<file path="src/rtl/ilv_lookup_pkg.sv">
package ilv_lookup_pkg;
  localparam int unsigned CTRL_OFS = 0;
  localparam int unsigned TLO_OFS  = 4;
  localparam int unsigned THI_OFS  = 8;

  localparam int unsigned CMT_BIT = 0;
  localparam int unsigned IG_LSB  = 4;
  localparam int unsigned IW_LSB  = 8;
  localparam int unsigned FLD_W   = 4;

  typedef struct packed {
    logic [FLD_W-1:0] iw;
    logic [FLD_W-1:0] ig;
    logic             commit;
  } ilv_ctrl_t;
endpackage

</file>
<file path="src/rtl/ilv_regfile.sv">
module ilv_regfile
  import ilv_lookup_pkg::*;
#(
  parameter int unsigned REG_W = 32,
  parameter int unsigned OFS_W = 4
) (
  input  logic               clk_i,
  input  logic               rst_ni,
  input  logic               we_i,
  input  logic [OFS_W-1:0]   ofs_i,
  input  logic [REG_W-1:0]   wdata_i,
  output ilv_ctrl_t          ctrl_o,
  output logic [2*REG_W-1:0] tlist_o
);
  logic             cmt_q;
  logic [FLD_W-1:0] ig_q, iw_q;
  logic [REG_W-1:0] tlo_q, thi_q;

  logic sel_ctrl, sel_tlo, sel_thi;
  assign sel_ctrl = we_i && (ofs_i == OFS_W'(CTRL_OFS));
  assign sel_tlo  = we_i && (ofs_i == OFS_W'(TLO_OFS));
  assign sel_thi  = we_i && (ofs_i == OFS_W'(THI_OFS));

  always_ff @(posedge clk_i or negedge rst_ni) begin
    if (!rst_ni) begin
      cmt_q <= 1'b0;
      ig_q  <= '0;
      iw_q  <= '0;
    end else if (sel_ctrl) begin
      cmt_q <= wdata_i[CMT_BIT];
      ig_q  <= wdata_i[IG_LSB +: FLD_W];
      iw_q  <= wdata_i[IW_LSB +: FLD_W];
    end
  end

  always_ff @(posedge clk_i or negedge rst_ni) begin
    if (!rst_ni)      tlo_q <= '0;
    else if (sel_tlo) tlo_q <= wdata_i;
  end

  always_ff @(posedge clk_i or negedge rst_ni) begin
    if (!rst_ni)      thi_q <= '0;
    else if (sel_thi) thi_q <= wdata_i;
  end

  assign ctrl_o  = '{iw: iw_q, ig: ig_q, commit: cmt_q};
  // high word above low word: entry k sits at bits k*ENTRY_W
  assign tlist_o = {thi_q, tlo_q};
endmodule

</file>
<file path="src/rtl/ilv_index_calc.sv">
module ilv_index_calc
  import ilv_lookup_pkg::*;
#(
  parameter int unsigned ADDR_W    = 52,
  parameter int unsigned GRAN_BASE = 8,
  parameter int unsigned IDX_W     = 3
) (
  input  logic [ADDR_W-1:0] addr_i,
  input  ilv_ctrl_t         ctrl_i,
  output logic [IDX_W-1:0]  idx_o,
  output logic              ok_o
);
  localparam int unsigned MAX_IW = IDX_W;
  localparam int unsigned SH_W   = $clog2(GRAN_BASE + (1 << FLD_W)) + 1;

  logic [SH_W-1:0]   shamt;
  logic [ADDR_W-1:0] quot;
  logic [IDX_W-1:0]  mask;

  assign shamt = SH_W'(GRAN_BASE) + SH_W'(ctrl_i.ig);
  assign quot  = addr_i >> shamt;

  always_comb begin
    for (int i = 0; i < IDX_W; i++) mask[i] = (32'(i) < 32'(ctrl_i.iw));
  end

  assign idx_o = quot[IDX_W-1:0] & mask;
  assign ok_o  = ctrl_i.commit && (32'(ctrl_i.iw) <= MAX_IW);
endmodule

</file>
<file path="src/rtl/ilv_target_sel.sv">
module ilv_target_sel #(
  parameter int unsigned ENTRY_W     = 8,
  parameter int unsigned NUM_ENTRIES = 8,
  parameter int unsigned IDX_W       = 3
) (
  input  logic [NUM_ENTRIES*ENTRY_W-1:0] tlist_i,
  input  logic [IDX_W-1:0]               idx_i,
  output logic [ENTRY_W-1:0]             entry_o
);
  logic [ENTRY_W-1:0] ent [NUM_ENTRIES];

  for (genvar k = 0; k < NUM_ENTRIES; k++) begin : g_unpack
    assign ent[k] = tlist_i[k*ENTRY_W +: ENTRY_W];
  end

  assign entry_o = ent[idx_i];
endmodule

</file>
<file path="src/rtl/ilv_target_lookup.sv">
module ilv_target_lookup
  import ilv_lookup_pkg::*;
#(
  parameter int unsigned ADDR_W      = 52,
  parameter int unsigned REG_W       = 32,
  parameter int unsigned OFS_W       = 4,
  parameter int unsigned ENTRY_W     = 8,
  parameter int unsigned GRAN_BASE   = 8,
  parameter int unsigned NUM_ENTRIES = 2 * REG_W / ENTRY_W
) (
  input  logic               clk_i,
  input  logic               rst_ni,
  input  logic               reg_we_i,
  input  logic [OFS_W-1:0]   reg_addr_i,
  input  logic [REG_W-1:0]   reg_wdata_i,
  input  logic               lkp_req_i,
  input  logic [ADDR_W-1:0]  lkp_addr_i,
  output logic               rsp_vld_o,
  output logic               rsp_hit_o,
  output logic [ENTRY_W-1:0] rsp_port_o
);
  localparam int unsigned IDX_W = $clog2(NUM_ENTRIES);

  ilv_ctrl_t                      ctrl;
  logic [NUM_ENTRIES*ENTRY_W-1:0] tlist;
  logic [IDX_W-1:0]               lkp_idx;
  logic                           lkp_ok;
  logic [ENTRY_W-1:0]             lkp_entry;

  ilv_regfile #(.REG_W(REG_W), .OFS_W(OFS_W)) u_regs (
    .clk_i   (clk_i),
    .rst_ni  (rst_ni),
    .we_i    (reg_we_i),
    .ofs_i   (reg_addr_i),
    .wdata_i (reg_wdata_i),
    .ctrl_o  (ctrl),
    .tlist_o (tlist)
  );

  ilv_index_calc #(.ADDR_W(ADDR_W), .GRAN_BASE(GRAN_BASE), .IDX_W(IDX_W)) u_idx (
    .addr_i (lkp_addr_i),
    .ctrl_i (ctrl),
    .idx_o  (lkp_idx),
    .ok_o   (lkp_ok)
  );

  ilv_target_sel #(.ENTRY_W(ENTRY_W), .NUM_ENTRIES(NUM_ENTRIES), .IDX_W(IDX_W)) u_sel (
    .tlist_i (tlist),
    .idx_i   (lkp_idx),
    .entry_o (lkp_entry)
  );

  logic             ctrl_commit;
  logic [FLD_W-1:0] ctrl_iw;
  assign ctrl_commit = ctrl.commit;
  assign ctrl_iw     = ctrl.iw;

  // lookup samples registers before a same-cycle write lands
  always_ff @(posedge clk_i or negedge rst_ni) begin
    if (!rst_ni) begin
      rsp_vld_o  <= 1'b0;
      rsp_hit_o  <= 1'b0;
      rsp_port_o <= '0;
    end else begin
      rsp_vld_o  <= lkp_req_i;
      rsp_hit_o  <= lkp_req_i && lkp_ok;
      rsp_port_o <= (lkp_req_i && lkp_ok) ? lkp_entry : '0;
    end
  end
endmodule

</file>
<file path="config.mk">
export PLATFORM = sky130hd
export DESIGN_NAME = ilv_target_lookup
export DESIGN_NICKNAME = d
export VERILOG_FILES = /design/src/rtl/ilv_lookup_pkg.sv /design/src/rtl/ilv_regfile.sv /design/src/rtl/ilv_index_calc.sv /design/src/rtl/ilv_target_sel.sv /design/src/rtl/ilv_target_lookup.sv
export SDC_FILE = /design/constraint.sdc
export NUM_CORES = 1
export LEC_CHECK = 0
export ABC_AREA = 1
export BUFFER_PORTS_ARGS = -buffer_cell sky130_fd_sc_hd__buf_2
export CORE_MARGIN = 10
export CORE_UTILIZATION = 49
export CTS_CLUSTER_SIZE = 8
export DETAILED_ROUTE_END_ITERATION = 8
export PLACE_DENSITY = 0.81
export SYNTH_ARGS = -nofsm -noshare
export SYNTH_HDL_FRONTEND = slang
export SYNTH_SLANG_ARGS = --single-unit
</file>
<file path="constraint.sdc">
create_clock -name clk_i -period 1.9 [get_ports clk_i]
set_clock_uncertainty 0.15 [all_clocks]
set_input_delay 0.095 -clock clk_i [delete_from_list [all_inputs] [get_ports clk_i]]
set_output_delay 0.095 -clock clk_i [all_outputs]
set_load 0.01 [all_outputs]
</file>
# [Yosys cells after proc, flatten, opt, wreduce, memory -nomap -nowiden]
# Cells that the tools add are included.
[word_totals] output_inout_bits=10 word_cells=29 reg_bits=83 in_bits=92
[classes] shift=1 addsub=1 order_cmp=5 bitwise=2 n_eq_ne=2 mux=4 n_reduce_logical=6
[ops] op="$shr 52x6->3" count=1
[ops] op="$bmux 8 s3" count=1
[ops] op="$mux 8" count=3
[ops] op="$lt 1x4->1 const A" count=2
[ops] op="$add 4x4->5 const A" count=1
[ops] op="$logic_and 1x1->1" count=5
[ops] op="$eq 4x3->1 const B" count=1
[ops] op="$eq 4x4->1 const B" count=1
[ops] op="$ge 4x4->1 const B" count=1
[ops] op="$le 4x2->1 const B" count=1
[ops] op="$logic_not 4->1" count=1
[ops] op="$lt 2x4->1 const A" count=1
[ops] op="$not 3->4" count=1
[ops] op="$and 3x3->3" count=1

# [Logic depth before layout (Yosys ltp)]
[logic_depth] word_depth=8 ltp_mapped=15 mapped_depth_nobuf=12

# [Hierarchy]
# A second synthesis with hierarchy kept.
[hier_totals] cells_unflattened=688 hier_area_um2=4848.4
[modules_own_cells] mod="ilv_regfile" seq_area_each_um2=1826.8 area_each_um2=3075.4 cells_each=331 n_inst=1
[modules_own_cells] mod="ilv_target_sel" seq_area_each_um2=0.0 area_each_um2=933.4 cells_each=214 n_inst=1
[modules_own_cells] mod="ilv_index_calc" seq_area_each_um2=0.0 area_each_um2=519.2 cells_each=115 n_inst=1
[modules_own_cells] mod="ilv_target_lookup" seq_area_each_um2=250.2 area_each_um2=320.3 cells_each=28 n_inst=1

# [Worst setup path before layout]
# Ideal clock, no wire load.
[synth_path] path_kind="flip-flop to flip-flop" from="register u_regs.ig_q[0]" to="register rsp_port_o[0]" setup_ns=0.071 period_less_slack_ns=1.803 required_time_ns=1.679 stages_incl_launch_ff=15 n_path_buf=3 path_slack_ns=0.097 arrival_ns=1.582 cell_sequence="dfrtp_1 buf_6 inv_4 buf_6 nand2_1 nand2_1 nand2_1 nand3_1 nand3_2 a21oi_4 buf_6 nand3_1 nand3_1 nand2_1 nor2_1"
[synth_between] elab_chain_len=8
[synth_rtl] item="start, declared" line="ilv_regfile.sv:16" rtl="logic [FLD_W-1:0] ig_q, iw_q;"
[synth_rtl] item="start signal, assigned" line="ilv_regfile.sv:31" rtl="ig_q <= wdata_i[IG_LSB +: FLD_W];"
[synth_rtl] item="$add 4x4->5" line="ilv_index_calc.sv:20" rtl="assign shamt = SH_W'(GRAN_BASE) + SH_W'(ctrl_i.ig);"
[synth_rtl] item="$shr 52x6->3" line="ilv_index_calc.sv:21" rtl="assign quot = addr_i >> shamt;"
[synth_rtl] item="$and 3x3->3" line="ilv_index_calc.sv:27" rtl="assign idx_o = quot[IDX_W-1:0] & mask;"
[synth_rtl] item="$not 3->4 (not written as such)" line="ilv_target_sel.sv:16" rtl="assign entry_o = ent[idx_i];"
[synth_rtl] item="$bmux 8 s3" line="ilv_target_sel.sv:16"
[synth_rtl] item="$mux 8 (not written as such) (2 in a row)" line="ilv_target_sel.sv:16"
[synth_rtl] item="$mux 8" line="ilv_target_lookup.sv:67" rtl="rsp_port_o <= (lkp_req_i && lkp_ok) ? lkp_entry : '0;"
[synth_rtl] item="end signal, assigned" line="ilv_target_lookup.sv:67"
[synth_rtl] item="end, declared" line="ilv_target_lookup.sv:20" rtl="output logic [ENTRY_W-1:0] rsp_port_o"
# Every way passes these cells. The select of a mux whose other input is x is not followed.
# A chain may end at the register's enable or synchronous reset.

# [Worst setup path after layout]
[layout_path] from="register u_regs.ig_q[0]" to="register rsp_port_o[7]"
# Same word-level chain as after synthesis.

==> metrics <==
status=finished with violations; failing checks=negative setup slack; largest family of logic cells by synthesized area=simple AND/OR/NAND/NOR gates; Root Driver=clkbuf_8; TritonRoute pass-1 iters=5; Ys Warns=0; DRC=0; Total Wirelength=11800 um; period utilization=1.06; worst-skew pair later-pin latency=0.36 ns; simple-gate share of the synthesized area=0.302; setup ws final=-0.117 ns; Max clock buf depth=2; fin crit period=2.02 ns; share of cells above drive strength 1=0.179; total CTS buffers=9; Clock transition at path regs=0.09 ns; crit-path max FO=12; met3 Usage GRT=0.0456; GRT met1 Usage=0.239; Slew HR=0.622; hold crit path type=in -> async; core footprint=8680 sq um; H-tree lvl count=3; Max Clk Rate=496 MHz; Starting Density=0.502; VDD IR max=0.000614 V; Final Util=0.639; Synth Register Bits=83; Synth cell types=19; vias in the first global route=4111; # setup viols final=8; Die Ht=114 um; Vias/cell=5.18; Num Clock Sinks=83; fin nets=796; CP Class=reg -> reg; first-pass GRT wire length=19600 um; gpl congestion=0.936; worst hold slack=0.101 ns; placed insts=763; Max-cap violations=0; Cells after Synth=599; Synth Area in Adders=0; met2 Use GR=0.290; Ports=102; Mapped Area=4360 sq um; CP Data Required Time=2.00 ns; Post-Synth XOR/XNOR Area=0; post-placement setup slack=-0.129 ns; Leakage=0.00299 uW; GRT Util Overall=0.182; Antenna Cells=0; Syn Nets=691; syn_area_per_cell=7.28 sq um; Synth Area in Compound Gates=0.0968; worst r2r path cells=12; DIE WIDTH=114 um; critical path capture point type=flip-flop; most used routing layer=met2; setup tns final=-0.649 ns; crit start category=flip-flop; Via Count=4235; max-slew violation count=0; row count=34; RSZ-0062 raised after global routing=true; antenna violations before repair=0; count of input and output buffers=67; Fin. Hold Viols=0; Worst-Margin Slew=0.567 ns; fin cells=817; largest net degree at the start of global routing=65; initial drt markers=445; multiplexer share of the synthesized area=0; Worst EP arrival=2.12 ns; pwr dens=1090 nW/um^2; antenna viol nets, final=0; TritonCTS clock tree=yes; Syn-to-layout area delta=27.3%; Congestion Overflow GR=0; die area=13100 sq um; Avg WL per Cell=14.4 um; sequential-to-total area share from yosys stat=0.477; Detailed Place HPWL=8080 um
[registers in the layout (all words and copies together), names as in the netlist]
signal and count:
u_regs.iw_q 4, rsp_vld_o 1, rsp_port_o 8, u_regs.thi_q 32
rsp_hit_o 1, u_regs.ig_q 4, u_regs.tlo_q 32, u_regs.cmt_q 1
[cell type report]
class,instances,area [sq um]
clock buffers,10,138
clock inverters,6,72.6
fillers,794,3130
inverters,100,380
multi-input cells,385,1780
flip-flops and latches,83,2080
well taps,108,135
repair buffers,125,957
[repair_timing]
action	CTS	global route
setup buffers	2	0
pin swaps	0	2
hold buffers	34	0
setup endpoints to repair	8	8
hold endpoints to repair	158	0
gates resized for setup	11	5
cloned	1	1
[Yosys cell counts]
master | count | share of area
a21oi_1 | 2 | 0.0023
a21oi_4 | 1 | 0.0037
buf_1 | 2 | 0.0017
buf_2 | 8 | 0.0092
buf_6 | 5 | 0.013
clkbuf_1 | 16 | 0.014
dfrtp_1 | 83 | 0.48
inv_1 | 98 | 0.084
inv_2 | 1 | 0.00086
inv_4 | 1 | 0.0014
nand2_1 | 162 | 0.14
nand2_2 | 1 | 0.0014
nand3_1 | 63 | 0.072
nand3_2 | 5 | 0.011
nand4_1 | 25 | 0.036
nor2_1 | 45 | 0.039
nor2_2 | 2 | 0.0029
o21ai_0 | 78 | 0.090
o21ai_1 | 1 | 0.0011
[worst max-delay path: stages, from the launching register on]
cell     delay [ns]
dfrtp_2        0.45
buf_6          0.16
nand2_1        0.07
nand3_1        0.09
nand3_1        0.11
nand3_2        0.14
nand3_4        0.18
buf_12         0.15
nand2_1        0.05
nand3_1        0.09
nand2_1        0.08
nor2_1         0.12
nor2_2         0.07
[per-stage QoR]
stage / cell area (sq um) / total power [uW]
global placement: 4870 / 4400
floorplan: 4360 / 3810
global route: 5550 / 6510
detailed placement: 4870 / 4460
CTS: 5500 / 5980
finish: 5550 / 6070
[cell usage in the layout (no fill, tap or decap), types with 16 or more instances in the layout]
cell type and instances:
buf_2 66, buf_4 16, dfrtp_1 81, dlygate4sd3_1 34, inv_1 98, nand2_1 160, nand3_1 60, nand4_1 25
nor2_1 43, o21ai_0 78
[cells by family (layout without fill, tap and decap cells)]
logic type,after synthesis,count (layout)
and+or+nand+nor,303,303
buffers and inverters,131,241
DFF,83,83
AOI/OAI and AO/OA,82,82
[worst paths after layout]
| check | startpoint | end | slack (ns) |
|---|---|---|---|
| hold / removal | rst_ni | u_regs.iw_q[0]$_DFFE_PN0P_ | 0.10 |
| setup / recovery | u_regs.ig_q[0]$_DFFE_PN0P_ | rsp_port_o[7]$_DFF_PN0_ | -0.12 |
| hold reg to reg | u_regs.tlo_q[25]$_DFFE_PN0P_ | u_regs.tlo_q[25]$_DFFE_PN0P_ | 0.34 |
| setup reg to reg | u_regs.ig_q[0]$_DFFE_PN0P_ | rsp_port_o[7]$_DFF_PN0_ | -0.12 |
| max in group asynchronous | rst_ni | u_regs.tlo_q[15]$_DFFE_PN0P_ | 0.90 |
| min in group clk_i | reg_addr_i[2] | u_regs.ig_q[1]$_DFFE_PN0P_ | 0.12 |
[report_power, final]
group | internal (uW) | leakage, uW | total [uW] | switching (uW)
logic | 991 | 0.00182 | 2430 | 1430
registers | 2100 | 0.00106 | 2310 | 209
clock network | 657 | 0.000103 | 1330 | 676
[layer usage]
| metal | vias to the layer above | wire length, um |
|---|---|---|
| met5 | - | 0 |
| li1 | 2098 | - |
| met4 | 0 | 204 |
| met3 | 12 | 922 |
| met2 | 144 | 5620 |
| met1 | 1981 | 5060 |
(Power assumes the default switching activity.)
